--- config.mk ---
export PLATFORM = sky130hd
export DESIGN_NAME = uart_regif
export DESIGN_NICKNAME = d
export VERILOG_FILES = /design/src/rtl/uart_regif_pkg.sv /design/src/rtl/uart_regif_cmd.sv /design/src/rtl/uart_regif_txbuf.sv /design/src/rtl/uart_regif_irq.sv /design/src/rtl/uart_regif.sv
export SDC_FILE = /design/constraint.sdc
export NUM_CORES = 1
export LEC_CHECK = 0
export BUFFER_PORTS_ARGS = -buffer_cell sky130_fd_sc_hd__buf_2
export CAP_MARGIN = 20
export CORE_MARGIN = 8
export CORE_UTILIZATION = 56
export CTS_CLUSTER_SIZE = 12
export DETAILED_ROUTE_END_ITERATION = 7
export HOLD_SLACK_MARGIN = 0.15
export PLACE_DENSITY = 0.89
export SETUP_SLACK_MARGIN = 0.4
export SLEW_MARGIN = 15
export SYNTH_ARGS = -nofsm -noshare
export SYNTH_HDL_FRONTEND = slang
export SYNTH_SLANG_ARGS = --single-unit
--- constraint.sdc ---
create_clock -name clk_i -period 2.9 [get_ports clk_i]
set_input_delay 0.29 -clock clk_i [delete_from_list [all_inputs] [get_ports clk_i]]
set_output_delay 0.29 -clock clk_i [all_outputs]
set_load 0.02 [all_outputs]
--- src/rtl/uart_regif_pkg.sv ---
package uart_regif_pkg;

  localparam logic [7:0] OFS_MODE = 8'h00;
  localparam logic [7:0] OFS_STAT = 8'h04;
  localparam logic [7:0] OFS_CMD  = 8'h08;
  localparam logic [7:0] OFS_DATA = 8'h0C;
  localparam logic [7:0] OFS_AUX  = 8'h10;
  localparam logic [7:0] OFS_INT  = 8'h14;
  localparam logic [7:0] OFS_DIVL = 8'h18;
  localparam logic [7:0] OFS_DIVH = 8'h1C;

  localparam int unsigned ST_RXRDY = 0;
  localparam int unsigned ST_FULL  = 1;
  localparam int unsigned ST_TXRDY = 2;
  localparam int unsigned ST_TXEMP = 3;

  localparam int unsigned IS_TX  = 0;
  localparam int unsigned IS_RX  = 1;
  localparam int unsigned IS_BRK = 2;

  typedef enum logic [2:0] {
    MISC_NOP     = 3'd0,
    MISC_PTR_RST = 3'd1,
    MISC_RX_RST  = 3'd2,
    MISC_TX_RST  = 3'd3,
    MISC_ERR_RST = 3'd4,
    MISC_BRK_CLR = 3'd5,
    MISC_BRK_ON  = 3'd6,
    MISC_BRK_OFF = 3'd7
  } misc_cmd_e;

  typedef enum logic [1:0] {
    DIR_KEEP = 2'd0,
    DIR_ON   = 2'd1,
    DIR_OFF  = 2'd2,
    DIR_RSVD = 2'd3
  } dir_cmd_e;

  typedef struct packed {
    logic ptr_rst;
    logic rx_rst;
    logic tx_rst;
    logic brk_clr;
  } misc_act_t;

endpackage

--- src/rtl/uart_regif_cmd.sv ---
module uart_regif_cmd
  import uart_regif_pkg::*;
(
  input  logic       apply_i,
  input  logic [6:0] cmd_i,
  input  logic       tx_en_i,
  input  logic       rx_en_i,
  output logic       tx_en_o,
  output logic       rx_en_o,
  output misc_act_t  act_o
);

  misc_cmd_e misc;
  dir_cmd_e  tx_f;
  dir_cmd_e  rx_f;

  assign misc = misc_cmd_e'(cmd_i[6:4]);
  assign tx_f = dir_cmd_e'(cmd_i[3:2]);
  assign rx_f = dir_cmd_e'(cmd_i[1:0]);

  // misc stage first, direction fields may override it
  always_comb begin
    act_o   = '0;
    tx_en_o = tx_en_i;
    rx_en_o = rx_en_i;
    if (apply_i) begin
      unique case (misc)
        MISC_PTR_RST: act_o.ptr_rst = 1'b1;
        MISC_RX_RST: begin
          act_o.rx_rst = 1'b1;
          rx_en_o      = 1'b0;
        end
        MISC_TX_RST: begin
          act_o.tx_rst = 1'b1;
          tx_en_o      = 1'b0;
        end
        MISC_BRK_CLR: act_o.brk_clr = 1'b1;
        MISC_NOP, MISC_ERR_RST, MISC_BRK_ON, MISC_BRK_OFF: ;
      endcase
      unique case (tx_f)
        DIR_ON:  tx_en_o = 1'b1;
        DIR_OFF: tx_en_o = 1'b0;
        DIR_KEEP, DIR_RSVD: ;
      endcase
      unique case (rx_f)
        DIR_ON:  rx_en_o = 1'b1;
        DIR_OFF: rx_en_o = 1'b0;
        DIR_KEEP, DIR_RSVD: ;
      endcase
    end
  end

endmodule

--- src/rtl/uart_regif_txbuf.sv ---
module uart_regif_txbuf #(
  parameter int unsigned DATA_W = 8
) (
  input  logic              clk_i,
  input  logic              rst_ni,
  input  logic              en_i,
  input  logic              load_i,
  input  logic [DATA_W-1:0] load_data_i,
  input  logic              drop_i,
  input  logic              ready_i,
  output logic              valid_o,
  output logic [DATA_W-1:0] data_o,
  output logic              empty_o
);

  logic              empty_q;
  logic [DATA_W-1:0] data_q;
  logic              hs;

  assign valid_o = en_i & ~empty_q;
  assign hs      = valid_o & ready_i;
  assign data_o  = data_q;
  assign empty_o = empty_q;

  always_ff @(posedge clk_i or negedge rst_ni) begin
    if (!rst_ni) begin
      empty_q <= 1'b1;
      data_q  <= '0;
    end else begin
      if (drop_i)      empty_q <= 1'b1;
      else if (load_i) empty_q <= 1'b0;
      else if (hs)     empty_q <= 1'b1;
      if (load_i) data_q <= load_data_i;
    end
  end

endmodule

--- src/rtl/uart_regif_irq.sv ---
module uart_regif_irq
  import uart_regif_pkg::*;
#(
  parameter int unsigned DATA_W = 8
) (
  input  logic              clk_i,
  input  logic              rst_ni,
  input  logic              tx_int_d_i,
  input  logic              rx_int_d_i,
  input  logic              brk_set_i,
  input  logic              brk_clr_i,
  input  logic [DATA_W-1:0] mask_i,
  output logic [DATA_W-1:0] isr_o,
  output logic              irq_o
);

  logic tx_q, rx_q, brk_q;

  always_ff @(posedge clk_i or negedge rst_ni) begin
    if (!rst_ni) begin
      tx_q  <= 1'b0;
      rx_q  <= 1'b0;
      brk_q <= 1'b0;
    end else begin
      tx_q <= tx_int_d_i;
      rx_q <= rx_int_d_i;
      if (brk_set_i)      brk_q <= 1'b1;
      else if (brk_clr_i) brk_q <= 1'b0;
    end
  end

  always_comb begin
    isr_o         = '0;
    isr_o[IS_TX]  = tx_q;
    isr_o[IS_RX]  = rx_q;
    isr_o[IS_BRK] = brk_q;
  end

  assign irq_o = |(isr_o & mask_i);

endmodule

--- src/rtl/uart_regif.sv ---
module uart_regif
  import uart_regif_pkg::*;
#(
  parameter int unsigned DATA_W    = 8,
  parameter int unsigned ADDR_W    = 6,
  parameter int unsigned NUM_MODE  = 2,
  parameter int unsigned RXSEL_BIT = 6
) (
  input  logic              clk_i,
  input  logic              rst_ni,
  input  logic              sel_i,
  input  logic              wr_i,
  input  logic [ADDR_W-1:0] addr_i,
  input  logic [DATA_W-1:0] wdata_i,
  output logic [DATA_W-1:0] rdata_o,
  output logic              irq_o,
  output logic              tx_valid_o,
  output logic [DATA_W-1:0] tx_data_o,
  input  logic              tx_ready_i,
  input  logic              brk_i,
  output logic              rx_en_o,
  output logic              rx_pop_o,
  output logic              rx_flush_o,
  input  logic              rx_empty_i,
  input  logic              rx_full_i,
  input  logic [DATA_W-1:0] rx_data_i,
  output logic [DATA_W-1:0] div_lo_o,
  output logic [DATA_W-1:0] div_hi_o
);

  localparam int unsigned PTR_W = (NUM_MODE > 1) ? $clog2(NUM_MODE) : 1;

  function automatic logic hit(input logic [ADDR_W-1:0] a, input logic [7:0] ofs);
    return a == ADDR_W'(ofs);
  endfunction

  logic wr_acc, rd_acc;
  logic we_mode, we_cmd, we_data, we_mask, we_divl, we_divh;

  assign wr_acc  = sel_i & wr_i;
  assign rd_acc  = sel_i & ~wr_i;
  assign we_mode = wr_acc & hit(addr_i, OFS_MODE);
  assign we_cmd  = wr_acc & hit(addr_i, OFS_CMD);
  assign we_data = wr_acc & hit(addr_i, OFS_DATA);
  assign we_mask = wr_acc & hit(addr_i, OFS_INT);
  assign we_divl = wr_acc & hit(addr_i, OFS_DIVL);
  assign we_divh = wr_acc & hit(addr_i, OFS_DIVH);

  // command decode
  logic      tx_en_q, rx_en_q, tx_en_d, rx_en_d;
  misc_act_t act;

  uart_regif_cmd u_cmd (
    .apply_i (we_cmd),
    .cmd_i   (wdata_i[6:0]),
    .tx_en_i (tx_en_q),
    .rx_en_i (rx_en_q),
    .tx_en_o (tx_en_d),
    .rx_en_o (rx_en_d),
    .act_o   (act)
  );

  // mode registers behind an advancing pointer
  logic [PTR_W-1:0]              ptr_q;
  logic [NUM_MODE-1:0][DATA_W-1:0] mode_q;
  logic [DATA_W-1:0]             mask_q, divl_q, divh_q;

  always_ff @(posedge clk_i or negedge rst_ni) begin
    if (!rst_ni) begin
      tx_en_q <= 1'b0;
      rx_en_q <= 1'b0;
      ptr_q   <= '0;
      mode_q  <= '0;
      mask_q  <= '0;
      divl_q  <= '0;
      divh_q  <= '0;
    end else begin
      tx_en_q <= tx_en_d;
      rx_en_q <= rx_en_d;
      if (act.ptr_rst)  ptr_q <= '0;
      else if (we_mode) ptr_q <= PTR_W'(1);
      for (int i = 0; i < int'(NUM_MODE); i++) begin
        if (we_mode && ptr_q == PTR_W'(i)) mode_q[i] <= wdata_i;
      end
      if (we_mask) mask_q <= wdata_i;
      if (we_divl) divl_q <= wdata_i;
      if (we_divh) divh_q <= wdata_i;
    end
  end

  // transmit handoff
  logic txemp;

  uart_regif_txbuf #(.DATA_W(DATA_W)) u_txbuf (
    .clk_i       (clk_i),
    .rst_ni      (rst_ni),
    .en_i        (tx_en_q),
    .load_i      (we_data),
    .load_data_i (wdata_i),
    .drop_i      (act.tx_rst),
    .ready_i     (tx_ready_i),
    .valid_o     (tx_valid_o),
    .data_o      (tx_data_o),
    .empty_o     (txemp)
  );

  // interrupt flags
  logic [DATA_W-1:0] isr_q;
  logic              rx_int_d;

  assign rx_int_d = mode_q[0][RXSEL_BIT] ? rx_full_i : ~rx_empty_i;

  uart_regif_irq #(.DATA_W(DATA_W)) u_irq (
    .clk_i      (clk_i),
    .rst_ni     (rst_ni),
    .tx_int_d_i (tx_en_d),
    .rx_int_d_i (rx_int_d),
    .brk_set_i  (brk_i),
    .brk_clr_i  (act.brk_clr),
    .mask_i     (mask_q),
    .isr_o      (isr_q),
    .irq_o      (irq_o)
  );

  // status and read mux
  logic [DATA_W-1:0] stat;

  always_comb begin
    stat           = '0;
    stat[ST_RXRDY] = ~rx_empty_i;
    stat[ST_FULL]  = rx_full_i;
    stat[ST_TXRDY] = tx_en_q;
    stat[ST_TXEMP] = txemp;
  end

  always_comb begin
    rdata_o = '0;
    if (hit(addr_i, OFS_MODE))      rdata_o = mode_q[ptr_q];
    else if (hit(addr_i, OFS_STAT)) rdata_o = stat;
    else if (hit(addr_i, OFS_DATA)) rdata_o = rx_empty_i ? '0 : rx_data_i;
    else if (hit(addr_i, OFS_INT))  rdata_o = isr_q;
    else if (hit(addr_i, OFS_DIVL)) rdata_o = divl_q;
    else if (hit(addr_i, OFS_DIVH)) rdata_o = divh_q;
  end

  assign rx_pop_o   = rd_acc & hit(addr_i, OFS_DATA) & ~rx_empty_i;
  assign rx_flush_o = act.rx_rst;
  assign rx_en_o    = rx_en_q;
  assign div_lo_o   = divl_q;
  assign div_hi_o   = divh_q;

endmodule

==> impl_metrics.toml <==
[status]
status = "finished clean"

[clock_tree]
cts.clk_slew.worst_paths_ps = 90
clock_sinks = 49
post_cts.resized_instances = 0
root_buffer = "sky130_fd_sc_hd__clkbuf_8"
post-cts-setup-buffer-count = 0
clock_buffers_created_by_tritoncts = 5
tritoncts_clock_tree = "done"
worst_skew_pair.late_latency_ps = 300
cts.path.max_buffers = 2
ctsHtreeMaxLevel = 2

[power]
switching_share = 0.2856
total_switching_power_mw = 0.4178
pwr-share-comb = 0.171
seq_power_share = 0.533
total_leakage_power_nw = 1.512
vdd_ir_drop_max_mv = 0.4055
p_clk_frac = 0.295
internal_power_mw = 1.045
power.density_mw_per_mm2 = 490.4

[finish]
ratio_of_cells_with_drive_above_1_in_the_final_layout = 0.5285
layout_common_cells = "sky130_fd_sc_hd__buf_2 (65), sky130_fd_sc_hd__mux2_2 (52), sky130_fd_sc_hd__dfrtp_1 (48), sky130_fd_sc_hd__nand3_1 (9)"
post-route-util = 0.6898
syn_to_final_growth_pct = 19.08
antenna-diode-count = 0
fillers = 336
nNetsFinal = 293
layout_commonest_cell = "sky130_fd_sc_hd__buf_2"

[critical_path]
critical_path_arrival_ps = 1890
cp_num_buf_inv = 1
slowest_delay_ps = 720
worst_setup_path_start_kind = "flip-flop"
critPathRequiredTime_ps = 2610
cp_top_family = "flip-flops"
path_max_fanout = 11
setup.worst_path.end_class = "output port"
timing.critical_path.cells = "mux2i_1 -> or3_1 -> a32oi_1 -> buf_2"
critPathKind = "flip-flop to output port"
cp_slowest_cell = "sky130_fd_sc_hd__dfrtp_1"

[die]
fp.dieH_um = 82.88
initial_utilization = 0.5793
die_area_mm2 = 0.006869
dieWidth_um = 82.88
floorplan.core_area_mm2 = 0.004324
io-pin-count = 67
core.rowCount = 24

[logic_synthesis]
asyncSetResetFlopFracSynth = 1.000
synth_enable_flop_cells = 0
synth-seq-area-share = 0.4900
synth.area.mux_share = 0.2617
synth_top_family_by_area = "multiplexers"
yosys.area_share.xor_xnor = 0
synth_fa_ha_area_frac = 0.004995
netlist-cell-type-count = 42
yosys_most_used_dff = "sky130_fd_sc_hd__dfrtp_1"
syn-cell-area_mm2 = 0.002505
synth.ff_latch_count = 49
yosysWarningCount = 0
postSynthNetCount = 228
synth_compound_gate_area_share = 0.07992
synth_area_per_cell_um2 = 12.72
synthesis.instances = 197
post_synth_and_or_nand_nor_area_fraction = 0.1384

[sta]
rsz0062_at_grt = "false"
finalCritPeriodShare = 0.7529
clock_skew_ps = 8.542
fmax_mhz = 458.0
max-slew-margin-rel = 0.5936
fin_setup_tns_ps = 0
worst-slew-pin-transition_ps = 609.6
report.final.slew_viol_count = 0
min_period_ps = 2183
final-setup-viol-count = 0
whs_ps = 226.3
setup_ws_ps = 716.7
hold_viol = 0

[drt]
route.detailed.wl_per_inst_um = 20.39
initialDrtViolationCount = 259
dr_total_vias = 1937
ant_nets = 0
vias_per_cell = 6.149
wl_um = 6424
drc = 0
detailedRoute.firstPassIterationCount = 4

[placement]
dp.final_hpwl_um = 4671
numPortBuffers = 66
gp_routability_congestion = 0.8438
pre_cts_ws_ps = 802.8

[global_route]
grt_max_degree = 50
gr-usage-all-layers = 0.1825
grt_pass1_wl_um = 10320
grt_pass1_vias = 2041
number_of_antenna_violations_at_the_first_check_in_global_routing = 0
overflow = 0

[run]
max_cap_viol_count = 0

[worst_hold_path]
worst_hold_path_type = "input port to flip-flop"
[logic make-up after synthesis]
kind of cell	Yosys count
multiplexers	59
AND/OR/NAND/NOR	48
buffers and inverters	15
flip-flops	49
adder cells (fa/ha/maj)	1
AO/OA/AOI/OAI	25
[timing repair]
item / in CTS / in global routing
hold endpoints to repair: 0 / 48
endpoints found under the setup margin: 0 / 0
hold buffers: 0 / 1
[state kept, by name, summed over array words and instances (netlist names)]
name             flops
mode_q              16
div_hi_o             8
div_lo_o             8
u_txbuf.data_o       8
mask_q               3
ptr_q                1
rx_en_o              1
u_irq.brk_q          1
u_irq.rx_q           1
u_irq.tx_q           1
u_txbuf.empty_o      1
[tightest hold or removal path: stages]
cell	delay, ps
sky130_fd_sc_hd__buf_2	100
sky130_fd_sc_hd__nand2_1	50
sky130_fd_sc_hd__o21ai_0	60
[power groups by stage]
stage	clock, mW	combinational (mW)	sequential [mW]
floorplan	0	0.125	0.812
CTS	0.439	0.251	0.779
global placement	0	0.245	0.790
finish	0.432	0.251	0.780
detailed placement	0	0.250	0.792
global route	0.460	0.268	0.787
[layout make-up]
cell class,count,area (µm²),area share
timing repair buffer,70,365.4,0.1225
sequential,49,1227,0.4115
multi-input combinational,133,1215,0.4073
tap,52,65.06,0.02181
clock inverter,2,16.27,0.005453
clock buffer,6,82.58,0.02768
inverter,3,11.26,0.003775
[routing by layer]
metal  GRT usage  up-vias  part of all wire
met4     0.09744        0             0.029
met1      0.2214      974              0.43
met5           0        -                 0
met2      0.2864       64              0.49
met3     0.05078       17             0.050
li1            -      882                 -
[path summary, 6_finish.rpt]
| kind | from | to | slack (ps) | cells after the start |
|---|---|---|---|---|
| max | ptr_q | rdata_o[3] | 720 | 4 |
| min | rx_full_i | u_irq.rx_q | 230 | 3 |
| max reg2reg | ptr_q | mode_q[0] | 1140 | 2 |
| min reg2reg | u_txbuf.data_o[2] | u_txbuf.data_o[2] | 510 | 1 |
| max in group asynchronous | rst_ni | rx_en_o | 1950 | 2 |
| min in group asynchronous | rst_ni | u_txbuf.data_o[2] | 530 | 2 |
[cell usage after synthesis, drive strengths merged, types with 2 or more instances]
library cell	instances	area, µm²
nor2	3	11.26
o221ai	2	17.52
nor3	2	21.27
mux2	52	585.6
o21ai	2	10.01
nor3b	2	15.01
dfrtp	48	1201
o211ai	7	52.55
nand2b	2	12.51
nand3	9	45.04
nand4	7	50.05
and3b	3	26.28
nand2	2	7.510
mux2i	7	70.07
nor4	2	27.53
inv	3	11.26
clkbuf	6	22.52
a32o	2	20.02
nor2b	7	43.79
a22oi	3	22.52
buf	6	28.77
a31oi	4	25.02
[per-stage QoR]
step / cell area (µm²) / power [mW] / cells
final: 2983 / 1.463 / 315
after detailed placement: 2872 / 1.042 / 306
after global placement: 2872 / 1.034 / 306
after floorplan: 2505 / 0.9369 / 197
after CTS: 2970 / 1.469 / 314
after global routing: 2983 / 1.516 / 315
Note: power is estimated with default switching activity, not from simulation.
